**src/rtl/uirq_pkg.sv**
```systemverilog
package uirq_pkg;

  localparam int REG_ADDR_W = 3;

  localparam logic [REG_ADDR_W-1:0] ADR_ENA  = 3'd0;
  localparam logic [REG_ADDR_W-1:0] ADR_DIS  = 3'd1;
  localparam logic [REG_ADDR_W-1:0] ADR_MASK = 3'd2;
  localparam logic [REG_ADDR_W-1:0] ADR_STAT = 3'd3;
  localparam logic [REG_ADDR_W-1:0] ADR_RAW  = 3'd4;

  typedef enum logic [1:0] {
    RD_NONE = 2'd0,
    RD_MASK = 2'd1,
    RD_STAT = 2'd2,
    RD_RAW  = 2'd3
  } rdSel_e;

  typedef struct packed {
    logic   setMask;
    logic   clrMask;
    logic   clrStat;
    rdSel_e rdSel;
  } ctrlStrb_t;

endpackage

```
**src/rtl/uirq_ctrl.sv**
```systemverilog
module uirq_ctrl
  import uirq_pkg::*;
(
  input  logic                  wrEn,
  input  logic                  rdEn,
  input  logic [REG_ADDR_W-1:0] addr,
  output ctrlStrb_t             strb
);

  always_comb begin
    strb.setMask = wrEn && (addr == ADR_ENA);
    strb.clrMask = wrEn && (addr == ADR_DIS);
    strb.clrStat = wrEn && (addr == ADR_STAT);
    strb.rdSel   = RD_NONE;
    if (rdEn) begin
      unique case (addr)
        ADR_MASK: strb.rdSel = RD_MASK;
        ADR_STAT: strb.rdSel = RD_STAT;
        ADR_RAW:  strb.rdSel = RD_RAW;
        default:  strb.rdSel = RD_NONE;
      endcase
    end
  end

endmodule

```
**src/rtl/uirq_regs.sv**
```systemverilog
module uirq_regs
  import uirq_pkg::*;
#(
  parameter int NUM_SRC = 14
) (
  input  logic               clk,
  input  logic               rst_n,
  input  ctrlStrb_t          strb,
  input  logic [NUM_SRC-1:0] wrData,
  input  logic [NUM_SRC-1:0] evtPulse,
  input  logic [NUM_SRC-1:0] rawCond,
  output logic [NUM_SRC-1:0] rdData,
  output logic [NUM_SRC-1:0] maskQ,
  output logic [NUM_SRC-1:0] statusQ,
  output logic               irqOut
);

  logic [NUM_SRC-1:0] maskNext;
  logic [NUM_SRC-1:0] clrBits;
  logic [NUM_SRC-1:0] setBits;

  always_comb begin
    maskNext = maskQ;
    if (strb.setMask) maskNext = maskQ | wrData;
    if (strb.clrMask) maskNext = maskQ & ~wrData;
  end

  always_ff @(posedge clk or negedge rst_n) begin
    if (!rst_n) maskQ <= '0;
    else        maskQ <= maskNext;
  end

  assign clrBits = strb.clrStat ? wrData : '0;
  assign setBits = evtPulse & maskQ;

  // One sticky cell per source; a set in the same cycle wins over the clear.
  for (genvar i = 0; i < NUM_SRC; i++) begin : g_stat
    always_ff @(posedge clk or negedge rst_n) begin
      if (!rst_n)          statusQ[i] <= 1'b0;
      else if (setBits[i]) statusQ[i] <= 1'b1;
      else if (clrBits[i]) statusQ[i] <= 1'b0;
    end
  end

  always_ff @(posedge clk or negedge rst_n) begin
    if (!rst_n) irqOut <= 1'b0;
    else        irqOut <= |(statusQ & maskQ);
  end

  always_comb begin
    unique case (strb.rdSel)
      RD_MASK: rdData = maskQ;
      RD_STAT: rdData = statusQ;
      RD_RAW:  rdData = rawCond;
      default: rdData = '0;
    endcase
  end

endmodule

```
**src/rtl/uart_irq_ctrl.sv**
```systemverilog
module uart_irq_ctrl
  import uirq_pkg::*;
#(
  parameter int NUM_SRC = 14
) (
  input  logic                  clk,
  input  logic                  rst_n,
  input  logic                  wrEn,
  input  logic                  rdEn,
  input  logic [REG_ADDR_W-1:0] addr,
  input  logic [NUM_SRC-1:0]    wrData,
  output logic [NUM_SRC-1:0]    rdData,
  input  logic [NUM_SRC-1:0]    evtPulse,
  input  logic [NUM_SRC-1:0]    rawCond,
  output logic                  irqOut
);

  ctrlStrb_t          strb;
  logic [NUM_SRC-1:0] maskQ;
  logic [NUM_SRC-1:0] statusQ;

  uirq_ctrl u_ctrl (
    .wrEn (wrEn),
    .rdEn (rdEn),
    .addr (addr),
    .strb (strb)
  );

  uirq_regs #(.NUM_SRC(NUM_SRC)) u_regs (
    .clk      (clk),
    .rst_n    (rst_n),
    .strb     (strb),
    .wrData   (wrData),
    .evtPulse (evtPulse),
    .rawCond  (rawCond),
    .rdData   (rdData),
    .maskQ    (maskQ),
    .statusQ  (statusQ),
    .irqOut   (irqOut)
  );

endmodule

```
**config.mk**
```make
export PLATFORM = sky130hd
export DESIGN_NAME = uart_irq_ctrl
export DESIGN_NICKNAME = d
export VERILOG_FILES = /design/src/rtl/uirq_pkg.sv /design/src/rtl/uirq_ctrl.sv /design/src/rtl/uirq_regs.sv /design/src/rtl/uart_irq_ctrl.sv
export SDC_FILE = /design/constraint.sdc
export NUM_CORES = 1
export LEC_CHECK = 0
export ABC_AREA = 1
export ABC_CLOCK_PERIOD_IN_PS = 800
export BUFFER_PORTS_ARGS = -buffer_cell sky130_fd_sc_hd__buf_2
export CAP_MARGIN = 10
export CORE_UTILIZATION = 40
export DETAILED_ROUTE_END_ITERATION = 8
export PLACE_DENSITY = 0.69
export SYNTH_ARGS = -nofsm -noshare
export SYNTH_HDL_FRONTEND = slang
export SYNTH_SLANG_ARGS = --single-unit
```
**constraint.sdc**
```tcl
create_clock -name clk -period 0.8 [get_ports clk]
set_input_delay 0.12 -clock clk [delete_from_list [all_inputs] [get_ports clk]]
set_output_delay 0.12 -clock clk [all_outputs]
set_load 0.02 [all_outputs]
```
### Yosys cells after proc, flatten, opt, wreduce, memory -nomap -nowiden

Cells that the tools add are included.

* reduce and logical (&&, ||, !) cells: 20
* bitwise logic cells: 5
* equality and inequality tests: 7
* muxes and demuxes: 34

Operators with widths (number)
* $and 14x14->14: 3
* $mux 14: 3
* $pmux 14 s3: 1
* $reduce_bool 2->1: 15
* $mux 1: 28
* $not 14->14: 1
* $or 14x14->14: 1
* $reduce_or 14->1: 1
* $eq 3x2->1 const B: 2
* $pmux 2 s3: 1
* $eq 2x2->1 const B: 2
* $eq 3x1->1 const B: 1
* $eq 3x3->1 const B: 1
* $logic_and 1x1->1: 3
* $logic_not 3->1: 1
* $eq 2x1->1 const B: 1
* $mux 2: 1

* input bits: 49
* output and inout port bits: 15
* bits in registers: 29
* logic and storage cells: 82

### Longest topological paths before layout

Gate-level depths: netlist of run 1.

* depth after elaboration: 5
* mapped depth: 6
* gate-level depth less buffers: 5

### Hierarchy

A second synthesis of run 1 with hierarchy kept.

* cells, all modules: 217
* area total of the unflattened synthesis: 1665.3 sq um

Modules (own cells, without submodules)
* uirq_regs: area an instance 1605.3 sq um, cells an instance 204, seq. area each 725.7 sq um, times used 1
* uirq_ctrl: area an instance 60.1 sq um, cells an instance 13, seq. area each 0.0 sq um, times used 1

### Worst setup path after synthesis of run 1

No wires, ideal clock.

* path type: input -> output
* from: in rdEn
* to: out rdData[0]
* data arrival time: 0.863 ns
* path slack: -0.183 ns
* stages on the path: 4
* buffers on the path: 2
* cell sequence: buf_2 > buf_1 > nand4_1 > nand3_1

* longest elaborated chain between the ends: 3
* elaborated cells between the ends (all ways): 5
* those cells by class: eq/ne: 3; mux: 2

RTL lines
* start, declared: RTL line uart_irq_ctrl.sv:9 `input logic rdEn,`
* $mux 2 (*): RTL line uirq_ctrl.sv:15 `if (rdEn) begin`
* $eq 2x2->1 / $eq 2x1->1 (equally long branches): RTL line uirq_regs.sv:51 `unique case (strb.rdSel)`
* $pmux 14 s3 (*): RTL line uirq_regs.sv:51
* end, declared: RTL line uart_irq_ctrl.sv:12 `output logic [NUM_SRC-1:0] rdData,`

Every way passes the cells marked *; elsewhere a longest branch is shown, timed or not.

==> results of run 1 <==
-- power groups by stage --
stage	sequential, mW	clock [mW]	combinational, mW
after floorplan	1.86	0	0.614
after global placement	1.90	0	1.15
after detailed placement	1.91	0	1.17
after CTS	1.85	1.60	1.83
after global routing	1.89	1.66	2.27
final	1.88	1.60	2.11
-- worst min-delay path, delay by kind of cell --
kind	cells	cell delay (ns)
buf+inv	1	0.08
simple gates	2	0.08
-- cells in the mapped netlist (all sizes together) --
master  instances
nand2          90
nand4          15
nand3          60
buf            13
clkbuf          1
inv            18
o21ai          14
nor2           20
dfrtp          29
-- cells by family after synthesis --
group,after synthesis
and+or+nand+nor,185
buffers and inverters,32
DFF,29
AOI/OAI and AO/OA,14
-- worst max path at each step --
| stage | startpoint | to | slack, ns | cells past startpoint |
|---|---|---|---|---|
| 2_1_floorplan | addr[0] | rdData[11] | -0.04 | 5 |
| 3_3_place_gp | addr[1] | register | -0.28 | 5 |
| 3_5_place_dp | addr[1] | register | -0.33 | 5 |
| 4_1_cts | register | rdData[0] | -0.35 | 3 |
| 5_1_grt | addr[1] | rdData[6] | -0.40 | 7 |
| 6_report | register | rdData[0] | -0.36 | 3 |
-- layout make-up --
class,instances,share of cell area [%]
Inverter,18,2.138
Clock inverter,1,0.9501
Sequential cell,29,22.96
Clock buffer,7,2.732
Timing Repair Buffer,118,31.71
Multi-Input combinational cell,201,37.53
Tap cell,50,1.979
-- per-stage QoR --
step	setup TNS (ns)	hold slack, ns	setup WS (ns)
after floorplan	-0.9086	-0.1756	-0.04329
after global placement	-9.494	0.08113	-0.2785
after detailed placement	-10.61	0.08246	-0.3331
after CTS	-5.545	0.02573	-0.3472
after global routing	-7.057	0.03692	-0.4012
final	-5.791	0.03273	-0.3575
-- routing by layer --
metal,track usage [%],share of wire [%],up-vias
met3,4.833,9.0,26
met4,11.46,3.5,0
met1,34.91,37,1094
met2,48.90,50,128
met5,0,0,-
li1,-,-,1090
-- timing repair --
| action | in CTS | in global routing |
|---|---|---|
| hold endpoints to repair | 29 | 0 |
| gates cloned | 0 | 2 |
| buffers inserted | 25 | 2 |
| resized for setup | 78 | 50 |
| pin swaps | 45 | 32 |
| hold buffers | 1 | 0 |
| endpoints found under the setup margin | 25 | 40 |
==> results.md, run 1 <==
* Outcome: finished with violations
* Failing checks: negative setup slack
* Synth Register Bits at 29
* Via count at ~2300
* FF-to-FF path depth at 5
* Xor/xnor share of the synthesized area at 0%
* Crit-path max FO at 4
* Gr usage total at 28.45%
* First DRT Iteration DRCs at between 150 and 200
* Yosys cell types at 14
* Leakage at roughly 1.6 nW
* Util after Layout at roughly 77%
* Hold-critical path endpoint: u_regs.statusQ[6]
* Hold path cells at 3
* Reg area at 725.7 um2
* Sequential power share at between 30% and 40%
* Routed wire length at 7088 um
* Largest family of logic cells by synthesized area: simple AND/OR/NAND/NOR gates
* Clk slew on worst S/H paths at approximately 0.07 ns
* Final WS setup at -0.3575 ns
* TritonCTS Buffers at 5
* Top cells by area, synth: dfrtp_1 (41%), nand2_1 (19%), nand3_1 (17%), nand4_1 (5.3%), nor2_1 (4.1%)
* N_diodes at 0
* Initial antenna violation count at 0
* Final Skew at 0.004016 ns
* Clk network pwr share at 28.6%
* Fill count at about 280
* Crit-path cells: nand4_1 -> nand3_2 -> buf_6
* ANT nets after route at 0
* DR vias/cell at 5.514
* Worst hold path type: input pin to register
* Multi-input gate area in the final layout at about 1200 um2
* Share of total power in combinational logic at 37.8%
* Final Setup Violations at 34
* Number of global-route vias before repair at between 2000 and 2500
* Worst Path Required at 0.68 ns
* Core Region at slightly above 4000 um2
* Leading area contributor after synthesis: dfrtp_1
* Simple-gate share of the synthesized area at 46.55%
* Crit path time final at 1.157 ns
* Max stage delay on crit path at between 0.4 and 0.5 ns
* Max cap viols at 0
* Final Slew Violations at 0
* Most common cell after layout, fill and taps aside: nand2_1
* Worst-Skew Late Latency at 0.28 ns
* R2R setup slack at -0.21 ns
* Synth Area in Adders at 0%
* Nets at between 400 and 500
* Number of top-level pins at 64
* Area Growth Syn to Fin at 79.53%
* Startpoint types: register
* Largest net degree at the start of global routing at 30
* CP bufs+invs at 1
* Clk root buf: clkbuf_8
* Tcrit/Tclk final at 144.7%
* PD cells at 1769 nW/um2
* Sequential area share after synthesis at between 40% and 50%
* RSZ-0062 raised after global routing: yes
* Placed Cells incl. Taps at about 390
* DR DRC count at 0
* Mapped Area at 1760 um2
* Syn Inst Count at 260
* Bufs on Longest Clock Path at 2
* Sw power at between 1.5 and 2 mW
* Syn_nets at a little over 300
* FP Rows at 23
* Clk sinks at 29
* Commonest non-fill, non-tap cells in the layout: nand2_1 (68), buf_6 (49), buf_2 (48), nand3_1 (34), dfrtp_1 (29)
* Synth Area in Compound Gates at 3.980%
* Crit path capture type: primary output
* Die Ht at 68.34 um
* Worst vdd ir at 1.051 mV
* FF-to-FF End: u_regs.irqOut
* Worst endpoint data arrival time at 1.04 ns
* CTS tree: yes
* Global route overflow at 0
* Final hold vios at 0
* Non-filler instance count after layout at 424
* Starting Density at 42.78%
* Final HPWL DP at 3840 um
* Fmax at 864.0 MHz
* Relative slew slack at 79.76%
* Total design power at 5.591 mW
* Power Internal at 3.815 mW
* Worst Max-Slew Pin Slew at 0.3032 ns
* # port buffers at 63
* Full die area at 4670 um2
* Syn Area/Cell at around 6.8 um2
* Fin area at 3161 um2
* Routed WL per cell at roughly 17 um
* Delay-heaviest family, CP: flip-flops
* Placed instance area at 2434 um2
* # H-tree levels at 2
* Global-route wire length before repair at 9611 um
* Post-synth top area share at 41.22%
* Hold Startpoint: evtPulse[6]
* Global placer's final weighted congestion at just over 0.8
* Multiplexer share of the synthesized area at 0%
* Share of cells above drive strength 1 at 51.34%
* Critical path class: register to primary output
* Ys Warns at 0
* R2r startpoint: u_regs.statusQ[7]
* Switching Share at about a third
* Die Width at between 60 and 70 um
* CP max stage cell: dfrtp_1
* First-pass detailed-route iteration total at 4
Note: power is estimated with default switching activity, not from simulation.
==> run 2: changes to the inputs <==
- SKIP_CTS_REPAIR_TIMING: not set -> 1
==> results.md, run 2 (synthesis results as in run 1) <==
* DR DRC count at 0 (unchanged)
* Crit-path cells: nand3_1 -> nand3_2 -> buf_6 (was nand4_1 -> nand3_2 -> buf_6)
* Die Ht at 68.34 um (unchanged)
* Stages on the worst setup path at 3 (unchanged)
* Fin area at 3019 um2 (was 3161 um2)
* Final WS setup at -0.3548 ns (was -0.3575 ns)
* Max cap viols at 0 (unchanged)
* Global placer's final weighted congestion at 0.8293 (unchanged)
* Full die area at 4670 um2 (unchanged)
* Nets at 415 (was 422)
* Global-route wire length before repair at 8190 um (was 9611 um)
* Total design power at 5.172 mW (was 5.591 mW)
* Via count at 2338 (unchanged)
* Worst endpoint data arrival time at 1.03 ns (was 1.04 ns)
* Fill count at 300 (was 283)
* Sum Neg Setup Slack at -5.602 ns (was -5.791 ns)
* CP max stage cell: dfrtp_1 (unchanged)
* # H-tree levels at 2 (unchanged)
* Max stage delay on crit path at 0.41 ns (was 0.42 ns)
* Crit path time final at 1.155 ns (was 1.157 ns)
* First DRT Iteration DRCs at 196 (was 177)
* CTS tree: yes (unchanged)
* Core Region at 4115 um2 (unchanged)
* Worst vdd ir at 1.167 mV (was 1.051 mV)
* FP Rows at 23 (unchanged)
* Commonest non-fill, non-tap cells in the layout: nand2_1 (85), buf_2 (45), nand3_1 (32), buf_4 (30), dfrtp_1 (29) (was nand2_1 (68), buf_6 (49), buf_2 (48), nand3_1 (34), dfrtp_1 (29))
* Critical path class: register to primary output (unchanged)
* Final Slew Violations at 0 (unchanged)
* Util after Layout at 73.37% (was 76.80%)
* Worst Path Required at 0.68 ns (about the same)
* CP bufs+invs at 1 (unchanged)
* Leakage at 1.581 nW (was 1.638 nW)
* Initial antenna violation count at 0 (unchanged)
* Worst hold path type: input pin to register (unchanged)
* Bufs on Longest Clock Path at 2 (unchanged)
* PD cells at 1713 nW/um2 (was 1769 nW/um2)
* DR vias/cell at 5.607 (was 5.514)
* Outcome: finished with violations (unchanged)
* N_diodes at 0 (unchanged)
* Clk root buf: clkbuf_8 (unchanged)
* Final hold vios at 0 (unchanged)
* Placed instance area at 2434 um2 (unchanged)
* Tcrit/Tclk final at 144.3% (was 144.7%)
* Hold path cells at 3 (unchanged)
* ANT nets after route at 0 (unchanged)
* Met3 Use GR at 4.667% (was 4.833%)
* RSZ-0062 raised after global routing: yes (unchanged)
* Number of top-level pins at 64 (unchanged)
* Starting Density at 42.78% (unchanged)
* GR peak layer: met2 (unchanged)
* Global route overflow at 0 (unchanged)
* Final Setup Violations at 29 (was 34)
* Worst-Skew Late Latency at 0.28 ns (about the same)
* Delay-heaviest family, CP: flip-flops (unchanged)
* Number of global-route vias before repair at 1853 (was 2147)
* TritonCTS Buffers at 5 (unchanged)
* Clk sinks at 29 (unchanged)
* Crit-path max FO at 3 (was 4)
* Gr usage total at 24.27% (was 28.45%)
* Final hold slack at 0.02727 ns (was 0.03273 ns)
* Final HPWL DP at 3840 um (unchanged)
* Relative slew slack at 79.69% (was 79.76%)
* FF-to-FF path depth at 6 (was 5)
* Worst Max-Slew Pin Slew at 0.3043 ns (was 0.3032 ns)
* Clk slew on worst S/H paths at 0.06 ns (was 0.07 ns)
* Final Skew at 0.0009749 ns (was 0.004016 ns)
* Grt met1 use at 30.38% (was 34.91%)
* Most common cell after layout, fill and taps aside: nand2_1 (unchanged)
* Crit path capture type: primary output (unchanged)
* # port buffers at 63 (unchanged)
* Die Width at 68.34 um (unchanged)
* Fmax at 866.0 MHz (was 864.0 MHz)
* Area Growth Syn to Fin at 71.50% (was 79.53%)
* Largest net degree at the start of global routing at 30 (unchanged)
* Global-route met2 utilization at 40.44% (was 48.90%)
* Share of cells above drive strength 1 at 45.23% (was 51.34%)
* Routed wire length at 6708 um (was 7088 um)
* Routed WL per cell at 16.09 um (was 16.72 um)
* First-pass detailed-route iteration total at 8 (was 4)
* Failing checks: negative setup slack (unchanged)
* Startpoint types: register (unchanged)
## run 2: changes by cell type in the layout (fill, tap and decap cells not counted), moves of 3 or more
cell,delta
buf_2,-3
nand2_2,-15
o21ai_0,+3
nand2_1,+17
buf_4,+14
buf_6,-21
nor2_2,-3
## run 2: cell type report
| cell class | count | area, um2 | share of cell area [%] |
|---|---|---|---|
| multi-input combinational | 201 | 1136 | 37.63 |
| timing repair buffer | 111 | 910.9 | 30.17 |
| sequential | 29 | 725.7 | 24.04 |
| clock buffer | 7 | 86.33 | 2.860 |
| inverter | 18 | 67.56 | 2.238 |
| tap | 50 | 62.56 | 2.072 |
| clock inverter | 1 | 30.03 | 0.9946 |
## run 2: layer usage
metal	routed length (um)	part of all wire (%)
met5	0	0
met4	221	3.3
met3	679	10
met2	3360	50
met1	2447	36
## run 2: report_power, final
part | internal, mW | switching, mW | total, mW
combinational | 0.866 | 0.830 | 1.70
clock | 1.01 | 0.561 | 1.58
sequential | 1.69 | 0.213 | 1.90
## run 2: through the flow
stage	std cells	setup WS, ns
global placement	388	-0.2785
CTS	396	-0.4030
finish	417	-0.3548
floorplan	260	-0.04329
global route	417	-0.3802
detailed placement	388	-0.3331
## run 2: worst paths after layout
path,start,end,slack [ns]
worst max register to register,register,u_regs.irqOut,-0.28
worst max-delay path,u_regs.statusQ[12],rdData[12],-0.35
max in group asynchronous,rst_n,u_regs.statusQ[1],0.32
worst min register to register,u_regs.statusQ[1],u_regs.statusQ[1],0.51
worst min-delay path,evtPulse[11],u_regs.statusQ[11],0.03
min in group asynchronous,rst_n,u_regs.statusQ[5],0.31
## run 2: worst reg2reg max path, delay by kind of cell, from the launching register on
kind	cells	cell delay, ns
flip-flops	1	0.38
AND/OR/NAND/NOR	4	0.29
buffers and inverters	2	0.27
==> run 3: changes to the inputs <==
--- a/config.mk
+++ b/config.mk
@@ -12,6 +12,7 @@
 export CORE_UTILIZATION = 40
 export DETAILED_ROUTE_END_ITERATION = 8
-export PLACE_DENSITY = 0.69
+export PLACE_DENSITY = 0.75
 export SKIP_CTS_REPAIR_TIMING = 1
+export SLEW_MARGIN = 20
 export SYNTH_ARGS = -nofsm -noshare
 export SYNTH_HDL_FRONTEND = slang
==> constraint.sdc (replaced) <==
create_clock -name clk -period 0.8 [get_ports clk]
set_input_delay 0.12 -clock clk [delete_from_list [all_inputs] [get_ports clk]]
set_output_delay 0.12 -clock clk [all_outputs]
set_load 0.01 [all_outputs]
==> results.md, run 3 (synthesis results as in run 1) <==
* Global-route wire length before repair at 8045 um (was 8190 um)
* Fin area at 2889 um2 (was 3019 um2)
* Share of total power in combinational logic at 33.7% (was 32.8%)
* Core Region at 4115 um2 (unchanged)
* Worst-Skew Late Latency at 0.28 ns (about the same)
* Power Internal at 3.055 mW (was 3.568 mW)
* Clk root buf: clkbuf_8 (unchanged)
* # H-tree levels at 2 (unchanged)
* Relative slew slack at 87.61% (was 79.69%)
* Failing checks: negative setup slack (unchanged)
* Die Ht at 68.34 um (unchanged)
* Commonest non-fill, non-tap cells in the layout: nand2_1 (86), buf_2 (49), nand3_1 (32), dfrtp_1 (29), buf_4 (28) (was nand2_1 (85), buf_2 (45), nand3_1 (32), buf_4 (30), dfrtp_1 (29))
* Non-filler instance count after layout at 408 (was 417)
* Largest net degree at the start of global routing at 30 (unchanged)
* Startpoint types: register (unchanged)
* R2R setup slack at -0.16 ns (was -0.28 ns)
* Tcrit/Tclk final at 141.3% (was 144.3%)
* CP max stage cell: dfrtp_1 (unchanged)
* Routed wire length at 5803 um (was 6708 um)
* ANT nets after route at 0 (unchanged)
* Final WS setup at -0.3305 ns (was -0.3548 ns)
* Global route overflow at 0 (unchanged)
* Clk network pwr share at 24.6% (was 30.5%)
* Crit-path cells: nand4_1 -> nand3_2 -> buf_2 (was nand3_1 -> nand3_2 -> buf_6)
* Delay-heaviest family, CP: flip-flops (unchanged)
* Share of cells above drive strength 1 at 43.30% (was 45.23%)
* Hold path cells at 3 (unchanged)
* Final Setup Violations at 19 (was 29)
* # port buffers at 63 (unchanged)
* Fmax at 884.6 MHz (was 866.0 MHz)
* Worst hold path type: input pin to register (unchanged)
* Crit path time final at 1.130 ns (was 1.155 ns)
* First DRT Iteration DRCs at 171 (was 196)
* Nets at 408 (was 415)
* Sw power at 1.483 mW (was 1.604 mW)
* Leakage at 1.536 nW (was 1.581 nW)
* FP Rows at 23 (unchanged)
* FF-to-FF path depth at 5 (was 6)
* Worst Max-Slew Pin Slew at 0.1854 ns (was 0.3043 ns)
* Placed instance area at 2532 um2 (was 2434 um2)
* Worst endpoint data arrival time at 1.01 ns (was 1.03 ns)
* Outcome: finished with violations (unchanged)
* CTS tree: yes (unchanged)
* Worst Path Required at 0.68 ns (about the same)
* Starting Density at 42.78% (unchanged)
* Area Growth Syn to Fin at 64.11% (was 71.50%)
* Die Width at 68.34 um (unchanged)
* Critical path class: register to primary output (unchanged)
* Max cap viols at 0 (unchanged)
* Crit-path max FO at 3 (unchanged)
* DR vias/cell at 5.333 (was 5.607)
* Worst vdd ir at 0.9811 mV (was 1.167 mV)
* Initial antenna violation count at 0 (unchanged)
* Bufs on Longest Clock Path at 2 (unchanged)
* Switching Share at 32.68% (was 31.01%)
* Global placer's final weighted congestion at 0.8673 (was 0.8293)
* TritonCTS Buffers at 5 (unchanged)
* DR DRC count at 0 (unchanged)
* Number of global-route vias before repair at 1779 (was 1853)
* Clk slew on worst S/H paths at 0.07 ns (was 0.06 ns)
* Number of top-level pins at 64 (unchanged)
* Crit path capture type: primary output (unchanged)
* First-pass detailed-route iteration total at 5 (was 8)
* Full die area at 4670 um2 (unchanged)
* Via count at 2176 (was 2338)
* Most common cell after layout, fill and taps aside: nand2_1 (unchanged)
* CP bufs+invs at 1 (unchanged)
* PD cells at 1571 nW/um2 (was 1713 nW/um2)
* Total design power at 4.538 mW (was 5.172 mW)
* Routed WL per cell at 14.22 um (was 16.09 um)
* Final Slew Violations at 0 (unchanged)
* Setup WS pre-CTS at -0.3059 ns (was -0.3331 ns)
* Final Skew at 0.004657 ns (was 0.0009749 ns)
* Clk sinks at 29 (unchanged)
* Gr usage total at 23.63% (was 24.27%)
* RSZ-0062 raised after global routing: yes (unchanged)
* Sequential power share at 41.7% (was 36.8%)
* Max stage delay on crit path at 0.40 ns (was 0.41 ns)
* Stages on the worst setup path at 3 (unchanged)
* Placed Cells incl. Taps at 387 (was 388)
* N_diodes at 0 (unchanged)
* Final hold vios at 0 (unchanged)
* Final hold slack at 0.03432 ns (was 0.02727 ns)
* Final HPWL DP at 3750 um (was 3840 um)
-- run 3: changes by cell type in the layout (fill, tap and decap cells not counted), moves of 2 or more --
| cell | before | now |
|---|---|---|
| buf_12 | 4 | 9 |
| buf_4 | 30 | 28 |
| buf_6 | 28 | 18 |
| o21ai_2 | 9 | 6 |
| buf_2 | 45 | 49 |
| buf_8 | 2 | 0 |
| nand3_4 | 4 | 1 |
| o21ai_1 | 1 | 4 |
-- run 3: metrics by stage --
stage	TNS, ns	utilization [%]
after CTS	-4.930	63.33
after detailed placement	-10.15	61.54
after floorplan	0	-
after global placement	-9.145	61.54
after global routing	-5.461	70.20
final	-4.614	70.20
-- run 3: power by group through the flow --
| stage | sequential (mW) | clock [mW] | combinational (mW) |
|---|---|---|---|
| finish | 1.89 | 1.12 | 1.53 |
| global route | 1.91 | 1.20 | 1.68 |
| CTS | 1.89 | 1.13 | 1.14 |
| detailed placement | 1.92 | 0 | 1.13 |
| global placement | 1.91 | 0 | 1.10 |
| floorplan | 1.87 | 0 | 0.593 |
-- run 3: cell type report --
type	instances	area, um2
Clock inverter	1	5.005
Clock buffer	5	68.82
Multi-Input combinational cell	199	1082
Timing Repair Buffer	106	873.3
Sequential cell	29	725.7
Inverter	18	71.32
Fill cell	333	1226
Tap cell	50	62.56
-- run 3: worst register-to-register path, stage by stage (launching register included) --
cell and delay (ns):
dfrtp_1 0.40, buf_4 0.14, nand2_1 0.05, nand2_1 0.05
nor2_1 0.12, nand3_1 0.08
-- run 3: worst paths after layout --
kind	start	endpoint
max	register	rdData[7]
min	evtPulse[12]	u_regs.statusQ[12]
max reg2reg	register	u_regs.irqOut
min reg2reg	register	u_regs.statusQ[9]
max in group asynchronous	rst_n	asynchronous set/reset pin
min in group asynchronous	rst_n	asynchronous set/reset pin
-- run 3: metal layers --
layer	part of all wire (%)	track usage, %	vias up
li1	-	-	1060
met1	42	30.76	1011
met2	50	38.85	93
met3	6.3	5.000	12
met4	1.8	7.292	0
met5	0	0	-
